**config.mk**
```make
export PLATFORM = sky130hd
export DESIGN_NAME = line_mapper
export DESIGN_NICKNAME = d
export VERILOG_FILES = /design/src/rtl/line_map_pkg.sv /design/src/rtl/map_ctrl.sv /design/src/rtl/map_dp.sv /design/src/rtl/line_mapper.sv
export SDC_FILE = /design/constraint.sdc
export NUM_CORES = 1
export LEC_CHECK = 0
export BUFFER_PORTS_ARGS = -buffer_cell sky130_fd_sc_hd__buf_2
export CAP_MARGIN = 20
export CORE_MARGIN = 4
export CORE_UTILIZATION = 59
export DETAILED_ROUTE_END_ITERATION = 10
export PLACE_DENSITY = 0.8
export RECOVER_POWER = 25
export SYNTH_ARGS = -nofsm -noshare
export SYNTH_HDL_FRONTEND = slang
export SYNTH_SLANG_ARGS = --single-unit
```
**constraint.sdc**
```tcl
create_clock -name clk -period 8.1 [get_ports clk]
set_clock_uncertainty 0.2 [all_clocks]
set_input_delay 0 -clock clk [delete_from_list [all_inputs] [get_ports clk]]
set_output_delay 0 -clock clk [all_outputs]
set_load 0.02 [all_outputs]
```
**src/rtl/line_map_pkg.sv**
```systemverilog
package line_map_pkg;

  typedef enum logic [2:0] {
    SEL_TFA     = 3'd0,
    SEL_BFA     = 3'd1,
    SEL_VSP     = 3'd2,
    SEL_PSL     = 3'd3,
    SEL_PEL     = 3'd4,
    SEL_CTRL    = 3'd5,
    SEL_PARTIAL = 3'd6,
    SEL_NORMAL  = 3'd7
  } regSel_e;

  typedef struct packed {
    logic newFrame;
    logic lineGo;
  } mapStrobe_t;

endpackage

```
**src/rtl/map_ctrl.sv**
```systemverilog
module map_ctrl
  import line_map_pkg::*;
#(
  parameter int LINES = 320,
  parameter int LW    = 9
) (
  input  logic          clk,
  input  logic          rstN,
  input  logic          frameStart,
  input  logic          lineValid,
  input  logic          wrEn,
  input  logic [2:0]    wrSel,
  input  logic [LW-1:0] wrData,
  output mapStrobe_t    strobe,
  output logic [LW-1:0] actTfa,
  output logic [LW-1:0] actBfa,
  output logic [LW-1:0] actVsp,
  output logic [LW-1:0] actPsl,
  output logic [LW-1:0] actPel,
  output logic          actFillWhite,
  output logic          actReverse,
  output logic          actPartial,
  output logic          actScroll
);

  localparam logic [LW-1:0] LAST_LINE = LW'(LINES - 1);

  logic [LW-1:0] pTfa, pBfa, pVsp, pPsl, pPel;
  logic          pFillWhite, pReverse, pPartial, pScroll;
  regSel_e       sel;

  assign sel = regSel_e'(wrSel);
  assign strobe.newFrame = frameStart;
  assign strobe.lineGo   = lineValid;

  // pending settings, written at any time
  always_ff @(posedge clk or negedge rstN) begin
    if (!rstN) begin
      pTfa <= '0; pBfa <= '0; pVsp <= '0; pPsl <= '0; pPel <= LAST_LINE;
      pFillWhite <= 1'b0; pReverse <= 1'b0; pPartial <= 1'b0; pScroll <= 1'b0;
    end else if (wrEn) begin
      case (sel)
        SEL_TFA:  pTfa <= wrData;
        SEL_BFA:  pBfa <= wrData;
        SEL_VSP: begin
          pVsp    <= wrData;
          pScroll <= 1'b1;
        end
        SEL_PSL:  pPsl <= wrData;
        SEL_PEL:  pPel <= wrData;
        SEL_CTRL: begin
          pFillWhite <= wrData[0];
          pReverse   <= wrData[1];
        end
        SEL_PARTIAL: begin
          pPartial <= 1'b1;
          pVsp     <= '0;
          pScroll  <= 1'b0;
        end
        SEL_NORMAL: begin
          pPartial <= 1'b0;
          pVsp     <= '0;
          pScroll  <= 1'b0;
        end
        default: ;
      endcase
    end
  end

  // active settings, loaded only at frame start
  always_ff @(posedge clk or negedge rstN) begin
    if (!rstN) begin
      actTfa <= '0; actBfa <= '0; actVsp <= '0; actPsl <= '0; actPel <= LAST_LINE;
      actFillWhite <= 1'b0; actReverse <= 1'b0; actPartial <= 1'b0; actScroll <= 1'b0;
    end else if (frameStart) begin
      actTfa <= pTfa; actBfa <= pBfa; actVsp <= pVsp; actPsl <= pPsl; actPel <= pPel;
      actFillWhite <= pFillWhite; actReverse <= pReverse;
      actPartial <= pPartial; actScroll <= pScroll;
    end
  end

  // the active set only moves on a frame-start strobe
  a_r5_frame_hold: assert property (@(posedge clk) disable iff (!rstN)
    !frameStart |=> $stable({actTfa, actBfa, actVsp, actPsl, actPel,
                             actFillWhite, actReverse, actPartial, actScroll}));

  // a mode command leaves scrolling disarmed with a zero pointer
  a_r10_mode_clear: assert property (@(posedge clk) disable iff (!rstN)
    wrEn && (wrSel == 3'd6 || wrSel == 3'd7) |=> !pScroll && (pVsp == '0));

endmodule

```
**src/rtl/map_dp.sv**
```systemverilog
module map_dp
  import line_map_pkg::*;
#(
  parameter int LINES = 320,
  parameter int LW    = 9
) (
  input  logic          clk,
  input  logic          rstN,
  input  mapStrobe_t    strobe,
  input  logic [LW-1:0] lineIdx,
  input  logic [LW-1:0] actTfa,
  input  logic [LW-1:0] actBfa,
  input  logic [LW-1:0] actVsp,
  input  logic [LW-1:0] actPsl,
  input  logic [LW-1:0] actPel,
  input  logic          actFillWhite,
  input  logic          actReverse,
  input  logic          actPartial,
  input  logic          actScroll,
  output logic          outValid,
  output logic [LW-1:0] memLine,
  output logic          blank,
  output logic          fillWhite
);

  localparam int            AW     = LW + 1;
  localparam logic [AW-1:0] LAST_W = AW'(LINES - 1);
  localparam logic [AW-1:0] NUM_W  = AW'(LINES);

  logic [AW-1:0] logLine, scrollEnd, bandSpan, rawAddr, mapped, outLine;
  logic          inBand, wrapNow, wrapped, visible;

  always_comb begin
    logLine   = actReverse ? (LAST_W - {1'b0, lineIdx}) : {1'b0, lineIdx};
    scrollEnd = NUM_W - {1'b0, actBfa};
    bandSpan  = scrollEnd - {1'b0, actTfa};
    inBand    = actScroll && (logLine >= {1'b0, actTfa}) && (logLine < scrollEnd);
    rawAddr   = {1'b0, actVsp} + (logLine - {1'b0, actTfa});
    wrapNow   = inBand && !wrapped && (rawAddr >= scrollEnd);
    if (!inBand)
      mapped = logLine;
    else if (wrapped || wrapNow)
      mapped = rawAddr - bandSpan;
    else
      mapped = rawAddr;
    outLine = actReverse ? (LAST_W - mapped) : mapped;
    if (actPsl <= actPel)
      visible = (logLine >= {1'b0, actPsl}) && (logLine <= {1'b0, actPel});
    else
      visible = (logLine <= {1'b0, actPel}) || (logLine >= {1'b0, actPsl});
  end

  // one-shot wrap memory, re-armed per frame
  always_ff @(posedge clk or negedge rstN) begin
    if (!rstN)                           wrapped <= 1'b0;
    else if (strobe.newFrame)            wrapped <= 1'b0;
    else if (strobe.lineGo && wrapNow)   wrapped <= 1'b1;
  end

  always_ff @(posedge clk or negedge rstN) begin
    if (!rstN) begin
      outValid  <= 1'b0;
      memLine   <= '0;
      blank     <= 1'b0;
      fillWhite <= 1'b0;
    end else begin
      outValid <= strobe.lineGo;
      if (strobe.lineGo) begin
        memLine   <= outLine[LW-1:0];
        blank     <= actPartial && !visible;
        fillWhite <= actFillWhite;
      end
    end
  end

  // one result per presented line, one edge later
  a_r1_out_valid: assert property (@(posedge clk) disable iff (!rstN)
    strobe.lineGo |=> outValid);
  a_r1_no_spurious: assert property (@(posedge clk) disable iff (!rstN)
    !strobe.lineGo |=> !outValid);

  // with scrolling off the address passes straight through
  a_r2_identity: assert property (@(posedge clk) disable iff (!rstN)
    strobe.lineGo && !actScroll && !strobe.newFrame |=> memLine == $past(lineIdx));

  // the wrap memory only clears at a frame start
  a_r4_one_shot: assert property (@(posedge clk) disable iff (!rstN)
    $fell(wrapped) |-> $past(strobe.newFrame));

  // blanking needs partial mode
  a_r8_blank_partial: assert property (@(posedge clk) disable iff (!rstN)
    strobe.lineGo && !actPartial |=> !blank);

endmodule

```
**src/rtl/line_mapper.sv**
```systemverilog
module line_mapper
  import line_map_pkg::*;
#(
  parameter int LINES = 320,
  parameter int LW    = 9
) (
  input  logic          clk,
  input  logic          rstN,
  input  logic          frameStart,
  input  logic          lineValid,
  input  logic [LW-1:0] lineIdx,
  input  logic          wrEn,
  input  logic [2:0]    wrSel,
  input  logic [LW-1:0] wrData,
  output logic          outValid,
  output logic [LW-1:0] memLine,
  output logic          blank,
  output logic          fillWhite
);

  mapStrobe_t    strobe;
  logic [LW-1:0] actTfa, actBfa, actVsp, actPsl, actPel;
  logic          actFillWhite, actReverse, actPartial, actScroll;

  map_ctrl #(.LINES(LINES), .LW(LW)) u_ctrl (
    .clk(clk), .rstN(rstN), .frameStart(frameStart), .lineValid(lineValid),
    .wrEn(wrEn), .wrSel(wrSel), .wrData(wrData), .strobe(strobe),
    .actTfa(actTfa), .actBfa(actBfa), .actVsp(actVsp), .actPsl(actPsl),
    .actPel(actPel), .actFillWhite(actFillWhite), .actReverse(actReverse),
    .actPartial(actPartial), .actScroll(actScroll)
  );

  map_dp #(.LINES(LINES), .LW(LW)) u_dp (
    .clk(clk), .rstN(rstN), .strobe(strobe), .lineIdx(lineIdx),
    .actTfa(actTfa), .actBfa(actBfa), .actVsp(actVsp), .actPsl(actPsl),
    .actPel(actPel), .actFillWhite(actFillWhite), .actReverse(actReverse),
    .actPartial(actPartial), .actScroll(actScroll),
    .outValid(outValid), .memLine(memLine), .blank(blank), .fillWhite(fillWhite)
  );

endmodule

```
# Yosys cells after proc, flatten, opt, wreduce, memory -nomap -nowiden
# Index checks and enable logic that the tools add are counted.
# W data, S select, Z words.
[word_totals] register_bits=111 input_bits=26 wordCells=76 out_inout_bits=12
[op_classes] order_cmp=6 n_eq_ne=7 n_addsub=7 n_mux=10 reduce_logical=23
[op_table] op="$mux W9" n=3
[op_table] op="$ge A10 B9 Y1" n=2
[op_table] op="$sub A9 B9 Y10 const A" n=2
[op_table] op="$pmux W9 S2" n=1
[op_table] op="$sub A9 B9 Y9" n=2
[op_table] op="$reduce_and A2 Y1" n=7
[op_table] op="$eq A3 B3 Y1 const B" n=4
[op_table] op="$add A9 B10 Y10" n=1
[op_table] op="$ge A10 B10 Y1" n=1
[op_table] op="$le A10 B9 Y1" n=1
[op_table] op="$lt A10 B10 Y1" n=1
[op_table] op="$mux W10" n=1
[op_table] op="$sub A10 B9 Y10" n=1
[op_table] op="$le A9 B9 Y1" n=1
[op_table] op="$sub A9 B9 Y9 const A" n=1
[op_table] op="$logic_and A1 B1 Y1" n=7
[op_table] op="$eq A3 B2 Y1 const B" n=2
[op_table] op="$reduce_bool A2 Y1" n=3
[op_table] op="$pmux W1 S2" n=2
[op_table] op="$eq A3 B1 Y1 const B" n=1
[op_table] op="$logic_not A3 Y1" n=1
[op_table] op="$mux W1" n=3
[op_table] op="$logic_not A1 Y1" n=2
[op_table] op="$logic_or A1 B1 Y1" n=2
[op_table] op="$reduce_or A2 Y1" n=1

# Longest topological paths before layout
# Gate-level depths: netlist (run 1).
[depth] word_depth=12 depth_mapped=27 ltp_nobuf=25

# By module
# From an unflattened synthesis (run 1), not the netlist that was laid out.
[unflattened] hier_cells=665 area_unflattened_um2=7357.1
[modules_own_cells] mod="map_ctrl" instances=1 cells_per_inst=230 seq_area_each_um2=2469.9 area_each_um2=3812.4
[modules_own_cells] mod="map_dp" instances=1 cells_per_inst=435 seq_area_each_um2=325.3 area_each_um2=3544.6

# Least setup slack after synthesis (run 1)
# No wires, ideal clock.
[synth_path] kind="reg-to-reg" from="register u_ctrl.actReverse" to="register u_dp.memLine[8]" t_arrival_ns=5.529 path_buffers=3 setup_time_ns=0.120 required_ns=7.780 synth_period_minus_slack_ns=5.849 path_slack_ns=2.251 path_stages_with_launch=23 cell_sequence="dfrtp_1 buf_2 buf_1 xnor2_1 fa_1 inv_1 fa_1 a21o_1 a22o_1 o41ai_1 xnor2_1 ha_1 a21oi_1 a21boi_1 a211oi_1 clkbuf_1 mux2_2 mux2_1 ha_1 nand2_1 xnor2_1 xnor2_1 a31o_1"
[synth_via] elab_chain_len=11 elab_cells_between_ends=16 cone_classes="add/sub (4); order compare (3); mux (4); reduce/logical (5)"
[synth_lines] element="from (decl)" line_no="map_ctrl.sv:21" source="output logic actReverse,"
[synth_lines] element="from (signal assigned)" line_no="map_ctrl.sv:77" source="actFillWhite <= pFillWhite; actReverse <= pReverse;"
[synth_lines] element="parallel branches: the longest is 10 deep, another holds $sub A10 B9 Y10"
[synth_lines] element="$mux W9 *" line_no="map_dp.sv:46" source="outLine = actReverse ? (LAST_W - mapped) : mapped;"
[synth_lines] element="to (signal assigned)" line_no="map_dp.sv:69" source="memLine <= outLine[LW-1:0];"
[synth_lines] element="to (decl)" line_no="map_dp.sv:21" source="output logic [LW-1:0] memLine,"
# Mark *: on every way between the ends.
# A chain may end at the register's enable or synchronous reset.

# Final worst setup path (run 1)
# Ends and elaborated chain as after synthesis.

==> results of run 1 <==
-- state kept, by name (all words and copies together) (netlist names) --
register and flops:
u_ctrl.actBfa 9, u_ctrl.actPel 9, u_ctrl.actPsl 9, u_ctrl.actTfa 9, u_ctrl.actVsp 9, u_ctrl.pBfa 9, u_ctrl.pPel 9, u_ctrl.pPsl 9
u_ctrl.pTfa 9, u_ctrl.pVsp 9, u_dp.memLine 9, u_ctrl.actFillWhite 1, u_ctrl.actPartial 1, u_ctrl.actReverse 1, u_ctrl.actScroll 1, u_ctrl.pFillWhite 1
u_ctrl.pPartial 1, u_ctrl.pReverse 1, u_ctrl.pScroll 1, u_dp.blank 1, u_dp.fillWhite 1, u_dp.outValid 1, u_dp.wrapped 1
-- report_power, final --
part	internal (mW)	leakage, nW	switching, mW
clock network	0.244	0.138	0.213
logic	0.998	2.34	1.28
registers	0.681	1.35	0.0850
-- layout by cell type, fill, tap and decap left out, types with 10 or more instances in the layout --
| cell type | count |
|---|---|
| mux2i_1 | 13 |
| mux2_1 | 36 |
| dlygate4sd3_1 | 31 |
| mux2_2 | 18 |
| clkbuf_1 | 16 |
| a22o_1 | 10 |
| dfstp_2 | 14 |
| fa_1 | 17 |
| nand2_1 | 48 |
| buf_2 | 24 |
| inv_1 | 100 |
| o21ai_0 | 49 |
| dfrtp_1 | 97 |
| a21oi_1 | 26 |
| xnor2_1 | 27 |
| ha_1 | 77 |
| nor2_1 | 24 |
-- critical path, delay by kind of cell (launching register included) --
kind	cells	cell delay, ns
AO/OA/AOI/OAI	7	2.03
XOR/XNOR	4	0.87
adder cells (fa/ha/maj)	5	1.55
buffers and inverters	1	0.05
flip-flops	1	0.89
multiplexers	2	0.73
AND/OR/NAND/NOR	1	0.11
-- Yosys cell counts (10+ instances only) --
master | count | area share, %
inv_1 | 100 | 5.3
dfrtp_1 | 97 | 34
ha_1 | 77 | 14
o21ai_0 | 49 | 3.4
nand2_1 | 48 | 2.5
mux2_1 | 36 | 5.7
xnor2_1 | 27 | 3.3
a21oi_1 | 26 | 1.8
nor2_1 | 24 | 1.3
mux2_2 | 18 | 2.8
fa_1 | 17 | 4.8
dfstp_2 | 14 | 5.2
clkbuf_1 | 13 | 0.68
mux2i_1 | 13 | 1.8
a22o_1 | 10 | 1.2
-- kinds of logic after synthesis --
group | count (synthesis)
XOR/XNOR | 37
AND/OR/NAND/NOR | 121
flip-flops | 111
multiplexers | 67
buffers and inverters | 122
AO/OA/AOI/OAI | 146
adder cells (fa/ha/maj) | 94
-- metal layers --
| metal | routed length, um | share of wire [%] | GRT usage [%] |
|---|---|---|---|
| met4 | 374 | 2.2 | 9.01 |
| met5 | 0 | 0 | 0 |
| met2 | 8440 | 49 | 45.0 |
| met1 | 7460 | 44 | 32.8 |
| met3 | 788 | 4.6 | 3.41 |
-- per-stage QoR --
stage	setup slack, ns	power [mW]
final	1.56	3.50
after global routing	1.20	3.81
after CTS	1.61	3.49
after detailed placement	1.65	2.99
after global placement	1.83	2.90
after floorplan	2.25	2.45
-- worst paths after layout --
kind	start	end	slack (ns)	cells past startpoint
hold / removal	lineIdx[8]	u_dp.blank	0.09	6
setup / recovery	u_ctrl.actReverse	u_dp.memLine[8]	1.56	20
setup reg to reg	u_ctrl.actReverse	u_dp.memLine[8]	1.56	20
max in group asynchronous	rstN	u_ctrl.actPsl[2]	4.60	3
min in group asynchronous	rstN	u_ctrl.actFillWhite	1.11	2
hold reg to reg	u_ctrl.pPel[7]	u_ctrl.actPel[7]	0.28	2
-- what timing repair did --
item,in CTS,in global routing
endpoints found under the hold margin,122,0
endpoints found under the setup margin,0,0
gates resized for setup,0,0
setup buffers,0,0
hold buffers,31,0
-- layout make-up --
type	instances	area (um2)	share of cell area [%]
Tap cell	143	179	2.22
Clock buffer	11	233	2.89
Sequential cell	111	2800	34.7
Clock inverter	5	65.1	0.808
Inverter	103	387	4.80
Multi-Input combinational cell	465	3890	48.4
Timing Repair Buffer	71	498	6.19
==> flow_metrics.py, run 1 <==
metrics = {
    "setup_path": {
        "cp-end-kind": "flip-flop",
        "startpoint_type": "flip-flop",
        "required_ns": 8.14,
        "slowest_delay_ns": 0.89,
        "cpMaxStageDelayCell": "dfrtp_1",
        "cp_max_fo": 18,
        "path_cells": "xnor2_1, ha_1, inv_2, ha_1, fa_1, a21o_1, a22o_1, o41ai_1, xnor2_1, ha_1, a21oi_1, a21boi_1, a211oi_2, mux2_2, mux2_1, ha_1, nand2_1, xnor2_1, xnor2_1, a31o_1",
        "arrival_ns": 6.59,
        "path_class": "flip-flop to flip-flop",
    },
    "sta": {
        "rsz0062_at_grt": "false",
        "slew_violations": 150,
        "holdWs_ns": 0.0912,
        "finalSetupViolCount": 0,
        "hold_viol_final": 0,
        "period_minus_slack_ns": 6.54,
        "relSlewSlack_pct": -123,
        "setup-tns-final_ns": 0,
        "max_freq_ghz": 0.153,
        "fin_crit_sh_pct": 80.8,
        "worst_slew_pin_slew_ns": 3.34,
    },
    "route": {
        "vias": 5241,
        "first_pass_iters": 5,
        "post_drt_wl_per_cell_um": 18.8,
        "detail-route-antenna-nets": 0,
        "drt_wl_total_mm": 17.1,
        "drc_errors": 0,
        "drt_iter0_drc": 359,
        "drt-vias-per-instance": 5.77,
    },
    "place": {
        "io_buffers": 37,
        "post_dp_cell_area_um2": 7460,
        "placedCellCount": 862,
        "dp_hpwl_mm": 12.9,
        "gp_routability_congestion": 0.896,
    },
    "synth": {
        "muxShareOfSynthArea_pct": 10.3,
        "synthCells": 698,
        "synth_xor_area_share_pct": 4.74,
        "yosysUniqueCellTypes": 61,
        "syn_nets": 818,
        "syn_area_per_cell_um2": 10.2,
        "ys_seq_area_share_pct": 39.2,
        "yosys_warnings": 0,
        "synth_compound_area_share_pct": 12.8,
        "synth-edff-count": 0,
        "yosys_most_used_dff": "dfrtp_1",
        "synthSimpleGateAreaFrac_pct": 8.17,
        "synth_top_family_by_area": "adder cells",
        "ys_ff_latch": 111,
        "synth_fa_ha_area_share_pct": 18.3,
        "async_reset_ff_share_pct": 100,
        "synth_area_um2": 7130,
    },
    "clocking": {
        "cts.sinks": 111,
        "cts_max_path_buffers": 2,
        "htreeDepth": 3,
        "path_clk_slew_ns": 0.08,
        "numCtsBuffers": 9,
        "tritoncts": "yes",
        "cts-root-buf": "clkbuf_16",
        "clk_latency_ns": 0.36,
    },
    "finish": {
        "drive_gt1_share_pct": 10.6,
        "fillerInstances": 885,
        "syn_to_final_growth_pct": 12.8,
        "final_cell_area_um2": 8050,
        "antenna_cells": 0,
        "utilization_pct": 69.3,
        "finalNetCount": 881,
        "final_cells": 909,
    },
    "die": {
        "core-area_um2": 11600,
        "io_pins": 38,
        "die_width_um": 118,
        "die_area_um2": 13900,
        "rows": 39,
        "start_util_pct": 61.4,
        "die_h_um": 118,
    },
    "power": {
        "vdd.ir_drop.worst_uv": 234,
        "power_density_nw_per_um2": 435,
        "p_leak_nw": 3.82,
    },
    "global_routing": {
        "grt.overflow.total": 0,
        "grtUsageTotal_pct": 25.7,
        "grt_pass1_vias": 5678,
        "grt_max_degree": 87,
        "grt_pass1_wl_mm": 28.4,
        "antenna_found_initial": 0,
    },
    "run_status": {
        "status": "finished, violations left",
        "violations": "max-capacitance violations, max-slew violations",
    },
    "run": {
        "maxCapViolations": 2,
    },
    "hold_path": {
        "hp-class": "primary input to flip-flop",
    },
}
No activity file was read; power rests on OpenSTA's default activity.
==> run 2, diff against run 1 <==
- CORE_UTILIZATION: 59 -> 56
- clock period: 8.1 -> 5.3 ns (I/O delays scaled with it)
==> run 2 against run 1 <==
The flow finishes with violations (max-capacitance violations, max-slew violations, negative setup slack). Global-route usage is 1.7 points lower. Setup slack got worse by 1.6 ns. Sequential power grew 51%. Non-clock buffer count is 15 higher. Flip-flop and latch count did not move. Routed wire length rose by 1.9%. Combinational power is 83% higher. Power rose by 73%.
==> flow_metrics.py, run 2 (synthesis results as in run 1) <==
metrics = {
    "die": {
        "start_util_pct": 58.2,
        "die_area_um2": 14600,
        "core-area_um2": 12300,
        "die_h_um": 121,
        "io_pins": 38,
        "die_width_um": 121,
        "rows": 40,
    },
    "sta": {
        "setup-tns-final_ns": -0.0641,
        "hold_viol_final": 0,
        "fin_crit_sh_pct": 101,
        "worst_slew_pin_slew_ns": 3.37,
        "slew_violations": 127,
        "relSlewSlack_pct": -125,
        "fin_ws_ns": -0.0456,
        "max_freq_ghz": 0.187,
        "finalSetupViolCount": 2,
        "period_minus_slack_ns": 5.35,
    },
    "finish": {
        "final_cells": 949,
        "antenna_cells": 0,
        "drive_gt1_share_pct": 17.5,
        "fillerInstances": 901,
        "final_common_cell": "inv_1",
        "syn_to_final_growth_pct": 19.1,
        "final_cell_mix": "inv_1, dfrtp_1, ha_1",
        "finalNetCount": 896,
        "utilization_pct": 69.3,
        "final_cell_area_um2": 8500,
    },
    "power": {
        "sequentialPowerShare_pct": 19.1,
        "p_leak_nw": 3.98,
        "power_density_nw_per_um2": 712,
        "p_switching_mw": 2.67,
        "clockPowerShare_pct": 11.7,
        "p_sw_share_pct": 44.1,
        "p_int_mw": 3.38,
        "comb_power_share_pct": 69.1,
        "vdd.ir_drop.worst_uv": 477,
    },
    "global_routing": {
        "grt_pass1_wl_mm": 27.5,
        "grtUsageTotal_pct": 24.0,
        "grt_max_degree": 87,
        "grt.overflow.total": 0,
        "grt_pass1_vias": 5561,
        "antenna_found_initial": 0,
    },
    "run_status": {
        "status": "finished, violations left",
        "violations": "max-capacitance violations, max-slew violations, negative setup slack",
    },
    "place": {
        "io_buffers": 37,
        "gp_routability_congestion": 0.931,
        "placedCellCount": 899,
        "dp_hpwl_mm": 12.5,
        "post_dp_cell_area_um2": 7600,
    },
    "route": {
        "drt-vias-per-instance": 5.79,
        "drt_wl_total_mm": 17.4,
        "drt_iter0_drc": 360,
        "detail-route-antenna-nets": 0,
        "first_pass_iters": 7,
        "post_drt_wl_per_cell_um": 18.3,
        "vias": 5495,
        "drc_errors": 0,
    },
    "setup_path": {
        "cp-end-kind": "flip-flop",
        "required_ns": 5.35,
        "path_class": "flip-flop to flip-flop",
        "cp_max_fo": 7,
        "arrival_ns": 5.40,
        "startpoint_type": "flip-flop",
    },
    "hold_path": {
        "hp-class": "primary input to flip-flop",
    },
    "clocking": {
        "cts-root-buf": "clkbuf_16",
        "cts_max_path_buffers": 2,
        "clk_latency_ns": 0.36,
        "numCtsBuffers": 9,
        "tritoncts": "yes",
        "htreeDepth": 3,
        "path_clk_slew_ns": 0.07,
        "cts.sinks": 111,
    },
    "run": {
        "maxCapViolations": 2,
    },
}
## run 2: changes by cell type in the layout (fill, tap and decap cells not counted), sizes merged
| cell | delta |
|---|---|
| buf | +16 |
| dlygate4sd3 | -3 |
| clkinv | +2 |
| clkbuf | +1 |
| clkinvlp | -1 |
## run 2: critical path, stage by stage (launching register included)
cell	delay, ns
dfrtp_2	0.46
buf_12	0.18
xnor2_4	0.15
fa_1	0.50
inv_2	0.05
ha_4	0.25
a21o_1	0.21
a21oi_2	0.22
xnor2_1	0.22
inv_1	0.10
fa_1	0.48
inv_1	0.07
ha_4	0.30
o21ai_1	0.09
o21ai_1	0.16
o21ai_1	0.11
xnor2_1	0.16
mux2_2	0.29
mux2_4	0.26
ha_2	0.18
nand2_2	0.09
xnor2_1	0.16
xnor2_1	0.10
a31o_1	0.22
## run 2: layer usage
layer | vias up | share of wire, % | global-route usage, %
met4 | 0 | 2.6 | 6.80
met1 | 2733 | 43 | 31.6
li1 | 2544 | - | -
met2 | 171 | 49 | 40.7
met3 | 47 | 5.1 | 4.48
met5 | - | 0 | 0
## run 2: worst paths after layout
path	startpoint	endpoint	slack [ns]	cells after the start
hold reg to reg	u_ctrl.pTfa[8]	u_ctrl.actTfa[8]	0.28	2
setup reg to reg	u_ctrl.actReverse	u_dp.memLine[8]	-0.05	23
min in group asynchronous	rstN	u_ctrl.pBfa[7]	0.89	4
max in group asynchronous	rstN	u_ctrl.actReverse	2.07	4
setup / recovery	u_ctrl.actReverse	u_dp.memLine[8]	-0.05	23
hold / removal	lineIdx[8]	u_dp.blank	0.09	6
## run 2: area by class of cell
class	instances	area [um2]	area share [%]
clock buffer	10	239	2.81
sequential	111	2800	32.9
inverter	103	390	4.59
timing repair buffer	86	614	7.23
tap	168	210	2.47
clock inverter	6	75.1	0.883
multi-input combinational	465	4170	49.1
## run 2: what timing repair did
| item | in CTS | in global routing |
|---|---|---|
| pin swaps | 2 | 15 |
| resized for setup | 6 | 44 |
| hold endpoints to repair | 100 | 0 |
| setup endpoints to repair | 1 | 4 |
| hold buffers | 29 | 0 |
| setup buffers | 1 | 4 |
## run 2: power groups by stage
stage                     registers [mW]  logic (mW)  clock network, mW
after floorplan                     1.17        2.61                  0
after global placement              1.16        3.29                  0
after detailed placement            1.17        3.48                  0
after global routing                1.18        4.55              0.759
after CTS                           1.15        3.56              0.723
final                               1.16        4.18              0.710
## run 2: through the flow
step	setup WS, ns	power, mW	hold WS, ns
floorplan	0.0288	3.79	-0.496
detailed placement	-0.0553	4.65	-0.177
finish	-0.0456	6.05	0.0943
CTS	0.00253	5.44	0.0822
global placement	0.140	4.45	-0.192
global route	-0.227	6.49	0.155
==> run 3, diff against run 2 <==
- SYNTH_HIERARCHICAL: not set -> 1
==> run 3 against run 2 <==
The run ends with max-capacitance violations, max-slew violations left. Critical path depth did not move. Hold slack improved by 0.041 ns. Synthesized cell count fell by 4.7%. Critical path type unchanged. Highest routed layer unchanged.
==> flow_metrics.py, run 3 <==
metrics = {
    "run_status": {
        "status": "finished, violations left",
        "violations": "max-capacitance violations, max-slew violations",
    },
    "global_routing": {
        "grtUsageTotal_pct": 23.9,
        "grt_pass1_wl_mm": 27.5,
        "grt_max_degree": 80,
        "grt.overflow.total": 0,
        "antenna_found_initial": 0,
        "grt_pass1_vias": 5488,
    },
    "route": {
        "detail-route-antenna-nets": 0,
        "drt-vias-per-instance": 5.74,
        "post_drt_wl_per_cell_um": 18.7,
        "first_pass_iters": 4,
        "drt_iter0_drc": 295,
        "drt_wl_total_mm": 16.9,
        "drc_errors": 0,
        "vias": 5197,
    },
    "place": {
        "io_buffers": 37,
        "gp_routability_congestion": 0.924,
        "dp_hpwl_mm": 12.6,
    },
    "sta": {
        "holdWs_ns": 0.135,
        "max_freq_ghz": 0.194,
        "fin_crit_sh_pct": 97.5,
        "finalSetupViolCount": 0,
        "period_minus_slack_ns": 5.17,
        "slew_violations": 51,
        "relSlewSlack_pct": -92.9,
        "worst_slew_pin_slew_ns": 2.89,
        "hold_viol_final": 0,
        "rsz0062_at_grt": "true",
    },
    "synth": {
        "yosys_most_used_dff": "dfrtp_1",
        "synthCells": 665,
        "async_reset_ff_share_pct": 100,
        "synth_top_cells_by_count": "inv_1, dfrtp_1, mux2_2",
        "syn_nets": 785,
        "synth-edff-count": 0,
        "synth_area_um2": 7360,
        "ys_seq_area_share_pct": 38.0,
        "yosysUniqueCellTypes": 60,
        "yosys_warnings": 6,
        "synth_most_common_cell": "inv_1",
        "yosysTopAreaCell": "dfrtp_1",
        "synth_top_area_share_pct": 33.0,
        "ys_ff_latch": 111,
        "ys_top_cells_by_area": "dfrtp_1, mux2_2, ha_1",
        "syn_area_per_cell_um2": 11.1,
    },
    "finish": {
        "syn_to_final_growth_pct": 15.8,
        "antenna_cells": 0,
        "final_cell_mix": "inv_1, dfrtp_1, mux2_2",
        "utilization_pct": 66.9,
        "finalNetCount": 849,
        "drive_gt1_share_pct": 28.1,
    },
    "setup_path": {
        "path_class": "flip-flop to flip-flop",
        "r2r_slack_ns": 0.13,
        "worstReg2RegStart": "u_ctrl/actReverse",
        "rr_worst_depth": 23,
        "crit_end": "u_dp/memLine[7]",
        "arrival_ns": 5.20,
        "r2r_end": "u_dp/memLine[7]",
        "cp_max_fo": 7,
        "required_ns": 5.34,
        "worstSetupStartpoint": "u_ctrl/actReverse",
        "cp-end-kind": "flip-flop",
        "startpoint_type": "flip-flop",
    },
    "die": {
        "die_h_um": 123,
        "start_util_pct": 57.8,
        "die_area_um2": 15000,
        "core-area_um2": 12700,
        "rows": 41,
        "die_width_um": 123,
        "io_pins": 38,
    },
    "clocking": {
        "cts-root-buf": "clkbuf_16",
        "htreeDepth": 3,
        "numCtsBuffers": 9,
        "cts.sinks": 111,
        "path_clk_slew_ns": 0.08,
        "cts_max_path_buffers": 2,
        "tritoncts": "yes",
        "clk_latency_ns": 0.35,
    },
    "hold_path": {
        "hp-class": "primary input to flip-flop",
    },
    "run": {
        "maxCapViolations": 1,
    },
}
[run 3: worst max-delay path: stages, from the launching register on]
cell and delay (ns):
dfrtp_2 0.49, buf_12 0.18, xnor2_4 0.14, fa_1 0.53
inv_2 0.05, ha_4 0.25, or2_2 0.28, a21oi_2 0.13
a21oi_2 0.06, a21o_1 0.18, a21oi_2 0.14, xnor2_1 0.09
ha_1 0.31, nand4_1 0.21, nor3_2 0.24, o31ai_2 0.12
a21oi_1 0.19, a21oi_2 0.12, buf_4 0.16, o211ai_1 0.19
o21ai_1 0.10, ha_2 0.26, and3_1 0.17, a221o_1 0.25
[run 3: final cells by class]
type | count | area, um2
Multi-Input combinational cell | 433 | 4280
Clock inverter | 7 | 92.6
Sequential cell | 111 | 2800
Inverter | 100 | 375
Timing Repair Buffer | 74 | 532
Clock buffer | 9 | 225
Fill cell | 968 | 4210
Tap cell | 172 | 215
[run 3: per-layer routing]
metal	vias to the layer above	track usage [%]	routed length, um
met3	20	4.01	632
met2	102	41.0	8260
met4	0	5.88	263
met1	2623	31.7	7770
met5	-	0	0
li1	2452	-	-
[run 3: logic make-up after synthesis]
| kind of cell | share of synthesized area [%] |
|---|---|
| compound gates | 11.0 |
| mux | 15.4 |
| fa+ha+maj | 17.7 |
| buf+inv | 6.63 |
| simple gates | 7.26 |
| xor+xnor | 4.05 |
| flops | 38.0 |
[run 3: timing repair]
action,CTS,global route
resized for setup,5,38
endpoints found under the setup margin,3,8
pin swaps,2,24
setup buffers,1,5
hold buffers,24,0
gates cloned,0,0
hold endpoints to repair,91,0
[run 3: worst min-delay path by stage]
stage	cells past startpoint	to	startpoint
global placement	1	u_dp/fillWhite	rstN
detailed placement	1	u_dp/fillWhite	rstN
finish	4	u_dp/memLine[6]	lineIdx[6]
CTS	4	u_dp/memLine[6]	lineIdx[6]
floorplan	0	u_ctrl/actBfa[0]	rstN
global route	4	u_dp/memLine[6]	lineIdx[6]
[run 3: per-stage QoR]
step | std cells | setup TNS, ns | area [um2] | setup slack [ns]
final | 906 | 0 | 8520 | 0.134
after global routing | 906 | -0.0503 | 8520 | -0.0496
after CTS | 901 | 0 | 8310 | 0.0283
after detailed placement | 860 | -0.290 | 7700 | -0.166
after global placement | 860 | -0.225 | 7700 | -0.120
after floorplan | 665 | 0 | 7360 | 0.0278
Power of run 3 is left out: the tool's default activity adds up to more than one toggle a clock period on the data nets, which glitch-free logic cannot reach.
